### src/rtl/cmt_pkg.sv
package cmt_pkg;
  localparam int unsigned ADDR_W = 3;
  localparam logic [ADDR_W-1:0] REG_CNT_LO = 3'd0;
  localparam logic [ADDR_W-1:0] REG_CNT_HI = 3'd1;
  localparam logic [ADDR_W-1:0] REG_CMP_LO = 3'd2;
  localparam logic [ADDR_W-1:0] REG_CMP_HI = 3'd3;
  localparam logic [ADDR_W-1:0] REG_CTRL   = 3'd4;
  localparam logic [ADDR_W-1:0] REG_FLAG   = 3'd5;

  localparam int unsigned FLAG_N     = 4;
  localparam int unsigned FLG_OVF_LO = 0;
  localparam int unsigned FLG_OVF_HI = 1;
  localparam int unsigned FLG_CMF_LO = 2;
  localparam int unsigned FLG_CMF_HI = 3;

  localparam int unsigned CTL_LEVEL = 0;
  localparam int unsigned CTL_RUN   = 1;

  typedef logic [FLAG_N-1:0] flag_vec_t;
endpackage

### src/rtl/cmt_counter.sv
module cmt_counter #(
  parameter int unsigned HALF_W = 8
) (
  input  logic                clk,
  input  logic                rst_n,
  input  logic                step,
  input  logic                wr_lo,
  input  logic                wr_hi,
  input  logic [HALF_W-1:0]   wr_data,
  output logic [2*HALF_W-1:0] cnt_q,
  output logic                ovf_lo_evt,
  output logic                ovf_hi_evt
);
  localparam int unsigned FULL_W = 2 * HALF_W;

  logic [FULL_W-1:0] cnt_d;

  function automatic logic [FULL_W-1:0] f_advance(input logic [FULL_W-1:0] c, input logic s);
    return c + {{(FULL_W-1){1'b0}}, s};
  endfunction

  function automatic logic f_low_at_top(input logic [FULL_W-1:0] c);
    return &c[HALF_W-1:0];
  endfunction

  function automatic logic f_high_at_top(input logic [FULL_W-1:0] c);
    return &c[FULL_W-1:HALF_W];
  endfunction

  always_comb begin
    ovf_lo_evt = step && f_low_at_top(cnt_q) && !wr_lo;
    ovf_hi_evt = ovf_lo_evt && f_high_at_top(cnt_q);
    cnt_d      = f_advance(cnt_q, step);
    if (wr_lo) begin
      cnt_d[HALF_W-1:0]      = wr_data;
      cnt_d[FULL_W-1:HALF_W] = cnt_q[FULL_W-1:HALF_W];
    end
    if (wr_hi) cnt_d[FULL_W-1:HALF_W] = wr_data;
  end

  always_ff @(posedge clk or negedge rst_n) begin
    if (!rst_n) cnt_q <= '0;
    else        cnt_q <= cnt_d;
  end

  // a counted tick with no byte write advances by exactly one
  a_r2_advance: assert property (@(posedge clk) disable iff (!rst_n)
    (step && !wr_lo && !wr_hi) |=> cnt_q == $past(cnt_q) + 1'b1);

  // without a tick or write the counter holds
  a_r2_hold: assert property (@(posedge clk) disable iff (!rst_n)
    (!step && !wr_lo && !wr_hi) |=> $stable(cnt_q));

  // a low-byte write wins over a tick and blocks the carry
  a_r9_lo_write_wins: assert property (@(posedge clk) disable iff (!rst_n)
    (wr_lo && !wr_hi) |=> (cnt_q[HALF_W-1:0] == $past(wr_data)) &&
                          (cnt_q[FULL_W-1:HALF_W] == $past(cnt_q[FULL_W-1:HALF_W])));
endmodule

### src/rtl/cmt_compare.sv
module cmt_compare #(
  parameter int unsigned HALF_W = 8
) (
  input  logic                clk,
  input  logic                rst_n,
  input  logic                step,
  input  logic [2*HALF_W-1:0] cnt,
  input  logic                wr_lo,
  input  logic                wr_hi,
  input  logic [HALF_W-1:0]   wr_data,
  output logic [2*HALF_W-1:0] cmp_q,
  output logic                match_full,
  output logic                match_low
);
  localparam int unsigned FULL_W = 2 * HALF_W;

  function automatic logic f_eq_low(input logic [FULL_W-1:0] a, input logic [FULL_W-1:0] b);
    return a[HALF_W-1:0] == b[HALF_W-1:0];
  endfunction

  function automatic logic f_eq_high(input logic [FULL_W-1:0] a, input logic [FULL_W-1:0] b);
    return a[FULL_W-1:HALF_W] == b[FULL_W-1:HALF_W];
  endfunction

  always_comb begin
    match_low  = step && f_eq_low(cnt, cmp_q) && !wr_lo;
    match_full = match_low && f_eq_high(cnt, cmp_q);
  end

  always_ff @(posedge clk or negedge rst_n) begin
    if (!rst_n) begin
      cmp_q <= '1;
    end else begin
      if (wr_lo) cmp_q[HALF_W-1:0]      <= wr_data;
      if (wr_hi) cmp_q[FULL_W-1:HALF_W] <= wr_data;
    end
  end

  // compare bytes load on write and otherwise hold
  a_r6_cmp_load: assert property (@(posedge clk) disable iff (!rst_n)
    wr_lo |=> cmp_q[HALF_W-1:0] == $past(wr_data));

  a_r6_cmp_hold: assert property (@(posedge clk) disable iff (!rst_n)
    (!wr_lo && !wr_hi) |=> $stable(cmp_q));
endmodule

### src/rtl/cmt_flags.sv
module cmt_flags
  import cmt_pkg::*;
(
  input  logic      clk,
  input  logic      rst_n,
  input  flag_vec_t set_evt,
  input  logic      rd_arm,
  input  logic      wr_clr,
  input  flag_vec_t wr_bits,
  output flag_vec_t flags_q
);
  flag_vec_t armed_q;
  flag_vec_t clr_vec;

  function automatic flag_vec_t f_update(input flag_vec_t cur, input flag_vec_t set_v,
                                         input flag_vec_t clr_v);
    return set_v | (cur & ~clr_v);
  endfunction

  assign clr_vec = wr_clr ? (armed_q & ~wr_bits) : '0;

  always_ff @(posedge clk or negedge rst_n) begin
    if (!rst_n) begin
      flags_q <= '0;
      armed_q <= '0;
    end else begin
      flags_q <= f_update(flags_q, set_evt, clr_vec);
      if (wr_clr)      armed_q <= '0;
      else if (rd_arm) armed_q <= flags_q;
    end
  end

  for (genvar g = 0; g < FLAG_N; g++) begin : g_chk
    // a hardware set always lands, even against a clear
    a_r10_set_wins: assert property (@(posedge clk) disable iff (!rst_n)
      set_evt[g] |=> flags_q[g]);
    // a flag never drops without a flag-register write
    a_r10_sticky: assert property (@(posedge clk) disable iff (!rst_n)
      (flags_q[g] && !wr_clr) |=> flags_q[g]);
  end
endmodule

### src/rtl/cmp_timer.sv
module cmp_timer
  import cmt_pkg::*;
#(
  parameter int unsigned HALF_W = 8
) (
  input  logic              clk,
  input  logic              rst_n,
  input  logic              cnt_tick,
  input  logic              bus_wr,
  input  logic              bus_rd,
  input  logic [2:0]        bus_addr,
  input  logic [HALF_W-1:0] bus_wdata,
  output logic [HALF_W-1:0] bus_rdata,
  output logic              cmp_pin,
  output logic              cmp_pin_lo
);
  localparam int unsigned FULL_W = 2 * HALF_W;

  logic              run_q, level_q, pin_q;
  logic              step;
  logic              wr_cnt_lo, wr_cnt_hi, wr_cmp_lo, wr_cmp_hi, wr_ctrl, wr_flag, rd_flag;
  logic [FULL_W-1:0] cnt_q, cmp_q;
  logic              ovf_lo_evt, ovf_hi_evt, match_full, match_low;
  flag_vec_t         set_evt, flags_q;

  function automatic logic f_sel(input logic strobe, input logic [2:0] a, input logic [2:0] r);
    return strobe && (a == r);
  endfunction

  assign step      = cnt_tick && run_q;
  assign wr_cnt_lo = f_sel(bus_wr, bus_addr, REG_CNT_LO);
  assign wr_cnt_hi = f_sel(bus_wr, bus_addr, REG_CNT_HI);
  assign wr_cmp_lo = f_sel(bus_wr, bus_addr, REG_CMP_LO);
  assign wr_cmp_hi = f_sel(bus_wr, bus_addr, REG_CMP_HI);
  assign wr_ctrl   = f_sel(bus_wr, bus_addr, REG_CTRL);
  assign wr_flag   = f_sel(bus_wr, bus_addr, REG_FLAG);
  assign rd_flag   = f_sel(bus_rd, bus_addr, REG_FLAG);

  cmt_counter #(.HALF_W(HALF_W)) u_cnt (
    .clk(clk), .rst_n(rst_n), .step(step), .wr_lo(wr_cnt_lo), .wr_hi(wr_cnt_hi),
    .wr_data(bus_wdata), .cnt_q(cnt_q), .ovf_lo_evt(ovf_lo_evt), .ovf_hi_evt(ovf_hi_evt)
  );

  cmt_compare #(.HALF_W(HALF_W)) u_cmp (
    .clk(clk), .rst_n(rst_n), .step(step), .cnt(cnt_q), .wr_lo(wr_cmp_lo), .wr_hi(wr_cmp_hi),
    .wr_data(bus_wdata), .cmp_q(cmp_q), .match_full(match_full), .match_low(match_low)
  );

  always_comb begin
    set_evt             = '0;
    set_evt[FLG_OVF_LO] = ovf_lo_evt;
    set_evt[FLG_OVF_HI] = ovf_hi_evt;
    set_evt[FLG_CMF_LO] = match_low;
    set_evt[FLG_CMF_HI] = match_full;
  end

  cmt_flags u_flg (
    .clk(clk), .rst_n(rst_n), .set_evt(set_evt), .rd_arm(rd_flag), .wr_clr(wr_flag),
    .wr_bits(bus_wdata[FLAG_N-1:0]), .flags_q(flags_q)
  );

  always_ff @(posedge clk or negedge rst_n) begin
    if (!rst_n) begin
      run_q   <= 1'b0;
      level_q <= 1'b0;
      pin_q   <= 1'b0;
    end else if (wr_ctrl) begin
      run_q   <= bus_wdata[CTL_RUN];
      level_q <= bus_wdata[CTL_LEVEL];
      pin_q   <= bus_wdata[CTL_LEVEL];
    end else if (match_full) begin
      pin_q   <= ~pin_q;
    end
  end

  always_comb begin
    bus_rdata = '0;
    case (bus_addr)
      REG_CNT_LO: bus_rdata = cnt_q[HALF_W-1:0];
      REG_CNT_HI: bus_rdata = cnt_q[FULL_W-1:HALF_W];
      REG_CMP_LO: bus_rdata = cmp_q[HALF_W-1:0];
      REG_CMP_HI: bus_rdata = cmp_q[FULL_W-1:HALF_W];
      REG_CTRL:   bus_rdata = HALF_W'({run_q, level_q});
      REG_FLAG:   bus_rdata = HALF_W'(flags_q);
      default:    bus_rdata = '0;
    endcase
  end

  assign cmp_pin    = pin_q;
  assign cmp_pin_lo = 1'b0;

  // a full match is recorded in the high match flag
  a_r3_match_flag: assert property (@(posedge clk) disable iff (!rst_n)
    match_full |=> flags_q[FLG_CMF_HI]);

  // a match without a control write flips the pin
  a_r4_toggle: assert property (@(posedge clk) disable iff (!rst_n)
    (match_full && !wr_ctrl) |=> cmp_pin != $past(cmp_pin));

  // a control write sets the pin level, match or not
  a_r5_level_load: assert property (@(posedge clk) disable iff (!rst_n)
    wr_ctrl |=> cmp_pin == $past(bus_wdata[CTL_LEVEL]));

  // with run cleared the pin and counter do not move
  a_r12_stopped: assert property (@(posedge clk) disable iff (!rst_n)
    (!run_q && !bus_wr) |=> $stable(cmp_pin) && $stable(cnt_q));
endmodule

### config.mk
export PLATFORM = sky130hd
export DESIGN_NAME = cmp_timer
export DESIGN_NICKNAME = d
export VERILOG_FILES = /design/src/rtl/cmt_pkg.sv /design/src/rtl/cmt_counter.sv /design/src/rtl/cmt_compare.sv /design/src/rtl/cmt_flags.sv /design/src/rtl/cmp_timer.sv
export SDC_FILE = /design/constraint.sdc
export NUM_CORES = 1
export LEC_CHECK = 0
export ABC_CLOCK_PERIOD_IN_PS = 2200
export BUFFER_PORTS_ARGS = -buffer_cell sky130_fd_sc_hd__buf_2
export CAP_MARGIN = 5
export CORE_ASPECT_RATIO = 1.2
export CORE_MARGIN = 4
export CORE_UTILIZATION = 45
export DETAILED_ROUTE_END_ITERATION = 6
export GPL_ROUTABILITY_DRIVEN = 1
export GPL_TIMING_DRIVEN = 0
export PLACE_DENSITY = 0.66
export SLEW_MARGIN = 20
export SYNTH_ARGS = -nofsm -noshare
export SYNTH_HDL_FRONTEND = slang
export SYNTH_HIERARCHICAL = 1
export SYNTH_SLANG_ARGS = --single-unit
### constraint.sdc
create_clock -name clk -period 2.2 [get_ports clk]
set_input_delay 0.22 -clock clk [delete_from_list [all_inputs] [get_ports clk]]
set_output_delay 0.22 -clock clk [all_outputs]
set_load 0.01 [all_outputs]
==> flow_summary_export.csv <==
group,metric,value,unit
outcome,status,"complete, no violations",
logic_synthesis,yosys.area.top_type,"dfrtp_1",
global_routing,globalRouteTotalUtil,17.4,%
layout,num-fill-cells,518,
logic_synthesis,synthArstFlopShare,100,%
routing,drc_errors,0,
power,power.share.sequential,51.7,%
logic_synthesis,post_synthesis_cell_area,2620,µm²
layout,num_antenna_cells,0,
placed_design,dp_hpwl,4.40,mm
run,cap_violations,0,
sta,rsz_0062_raised_after_global_routing,"false",
routing,drtIter0Drc,91,
critical_path,endpoint_kind,"flop",
clock_tree,numClockSinks,43,
floorplan,die_height,91.5,µm
power,max-vdd-ir-drop,0.260,mV
logic_synthesis,post_synth_inst_count,239,
critical_path,cpPeakStageDelay,0.48,ns
critical_path,critical_path_arrival,2.29,ns
floorplan,core-area,5670,µm²
floorplan,floorplan.initialDensity,46.2,%
hold_path,hold_path.class,"in2async",
floorplan,floorplan.die.width,77.6,µm
sta,worst_slew_pin_slew,0.963,ns
routing,postRouteAntennaNets,0,
sta,final.setup.worst_slack,0.0972,ns
layout,design_area,2930,µm²
placed_design,detailed_place.area,2830,µm²
floorplan,ios,26,
placed_design,dp_worst_setup_slack,-0.297,ns
layout,drive_gt1_share,29.4,%
layout,layout-area-overhead-vs-synth,11.9,%
global_routing,pin_count_of_the_biggest_net_entering_global_routing,44,
critical_path,crit_required,2.38,ns
layout,final_common_cell,"dfrtp_1",
floorplan,die_area,7110,µm²
global_routing,grt_pass1_wl,9.68,mm
power,power.density,833,nW/µm²
logic_synthesis,synth_warnings,6,
routing,drt_wl_total,5.93,mm
critical_path,path_common_cell,"o31a_1",
power,comb_power_share,28.3,%
sta,setup_viol_count_final,0,
sta,max_slew_margin,35.8,%
clock_tree,holdBufCountCts,0,
critical_path,crit_path_top_delay_cell,"buf_1",
routing,routed-via-count,1898,
routing,route.detailed.wl_per_inst,17.0,µm
logic_synthesis,postSynthAreaPerCell,11.0,µm²
layout,final_core_util,51.7,%
power,netSwitchingPower,0.000816,W
sta,max_freq,476,MHz
placed_design,place_congestion,0.846,
global_routing,antenna_violations_before_repair,0,
clock_tree,cts_resized,0,
logic_synthesis,yosys_most_used_dff,"dfrtp_1",
global_routing,vias_in_the_first_global_route,1843,
sta,post_route_minimum_period,2.10,ns
critical_path,start_kind,"primary input",
critical_path,r2r_slack,0.17,ns
clock_tree,clk_root_buffer_cell,"clkbuf_8",
logic_synthesis,synth_largest_type_area_fraction,25.8,%
clock_tree,buffer_count_from_post_cts_setup_fixing,0,
power,sw_share,33.5,%
critical_path,cell_family_contributing_the_most_delay_on_the_critical_path,"simple AND/OR/NAND/NOR gates",
clock_tree,cts.htree.levels,2,
logic_synthesis,ys_top_cells_by_area,"dfrtp_1, dfstp_2, mux2_2",
logic_synthesis,post_synthesis_register_bit_count,43,
clock_tree,clk-insertion-delay-late,0.29,ns
logic_synthesis,yosysUniqueCellTypes,45,
power,cell_internal_pwr,0.00162,W
critical_path,cp_max_fo,10,
power,clockPowerShare,19.9,%
sta,timing.final.hold_violations,0,
sta,clock_skews,0.00825,ns
global_routing,grt.overflow.total,0,
clock_tree,max-clock-path-buffers,2,
sta,maxSlewViolCount,0,
logic_synthesis,synth_enable_flop_cells,0,
layout,most-common-layout-cells,"dfrtp_1, buf_2, xnor2_1, nand2_1, mux2_2",
clock_tree,cts_tree,"done",
layout,num-nets-final,286,
routing,drtPass1Iterations,4,
placed_design,placement.io_buffers,22,
critical_path,cp_cell_sequence,"buf_2, buf_1, nor3_2, nand2b_1, or3_1, o31a_1, o31a_1",
clock_tree,cts_buffers,5,
clock_tree,clkSlewWorstSetupHoldPaths,0.08,ns
layout,finalNonFillerCells,349,
logic_synthesis,mappedNetlistNets,257,
logic_synthesis,ys_seq_area_share,41.9,%
critical_path,path_buf_inv,2,
sta,final_min_period_over_clock_period,95.6,%
floorplan,row_count,30,
critical_path,critPathKind,"in2reg",
routing,route.detailed.vias_per_inst,5.44,
placed_design,place.detailed.instances,341,
power,leakagePower,1.22,nW
-- final timing paths --
check / startpoint / endpoint / cells past startpoint
min in group clk: bus_wdata[7] / u_cnt/cnt_q[7] / 3
setup reg to reg: run_q / u_cnt/cnt_q[12] / 6
setup / recovery: bus_addr[2] / u_cnt/cnt_q[15] / 7
max in group asynchronous: rst_n / u_cnt/cnt_q[9] / 1
hold / removal: rst_n / cmp_pin / 1
hold reg to reg: u_flg/flags_q[0] / u_flg/flags_q[0] / 1
-- flip-flops by register name, indices dropped and copies added, names as in the netlist --
signal,count
cmp_pin,1
u_flg/armed_q,4
u_cmp/cmp_q,16
u_cnt/cnt_q,16
level_q,1
u_flg/flags_q,4
run_q,1
-- layer usage --
metal | global-route usage, % | vias to the layer above | share of wire [%]
li1 | - | 907 | -
met1 | 22.7 | 939 | 45
met2 | 29.5 | 46 | 49
met3 | 2.88 | 6 | 4.3
met4 | 4.90 | 0 | 1.3
met5 | 0 | - | 0
-- power by group through the flow --
stage / logic, W / registers (W) / clock network (W)
2_1_floorplan: 0.000530 / 0.00120 / 0
4_1_cts: 0.000680 / 0.00126 / 0.000497
3_5_place_dp: 0.000675 / 0.00128 / 0
6_report: 0.000692 / 0.00126 / 0.000486
3_3_place_gp: 0.000662 / 0.00127 / 0
5_1_grt: 0.000759 / 0.00129 / 0.000529
-- through the flow --
step / hold slack (ns) / power [W] / TNS (ns)
final: 0.0746 / 0.00244 / 0
after global routing: 0.165 / 0.00258 / 0
after CTS: 0.123 / 0.00244 / 0
after detailed placement: 0.443 / 0.00195 / -1.82
after global placement: 0.432 / 0.00193 / -1.96
after floorplan: -0.0756 / 0.00173 / 0
-- kinds of logic (layout without fill, tap and decap cells) --
family	Yosys count	count (layout)	share of synthesized area (%)
AOI/OAI and AO/OA	27	27	6.31
xor gates and xnor gates	28	28	9.37
adders and majority gates	2	2	0.956
buffers and inverters	19	49	4.16
DFF	43	43	41.9
muxes	34	34	18.1
other	1	1	0.143
and+or+nand+nor	85	85	19.1
-- cell type report --
class	count	area, µm²	area share (%)
multi-input cells	177	1430	49.0
flip-flops and latches	43	1100	37.4
repair buffers	22	110	3.76
well taps	80	100	3.42
plain buffers	13	86.3	2.95
clock buffers	8	80.1	2.73
inverters	6	22.5	0.769
-- cell usage after synthesis, types with 6 or more instances --
master,instances
dfrtp_1,27
dfstp_2,16
inv_1,6
mux2_2,18
mux2i_1,9
mux4_1,6
nand2_1,20
nand3_1,6
nand3b_1,6
nor2_1,13
nor4_1,6
o21ai_0,9
o21ai_1,6
xnor2_1,22
xor2_1,6
Power figures use the tool's default switching activity.
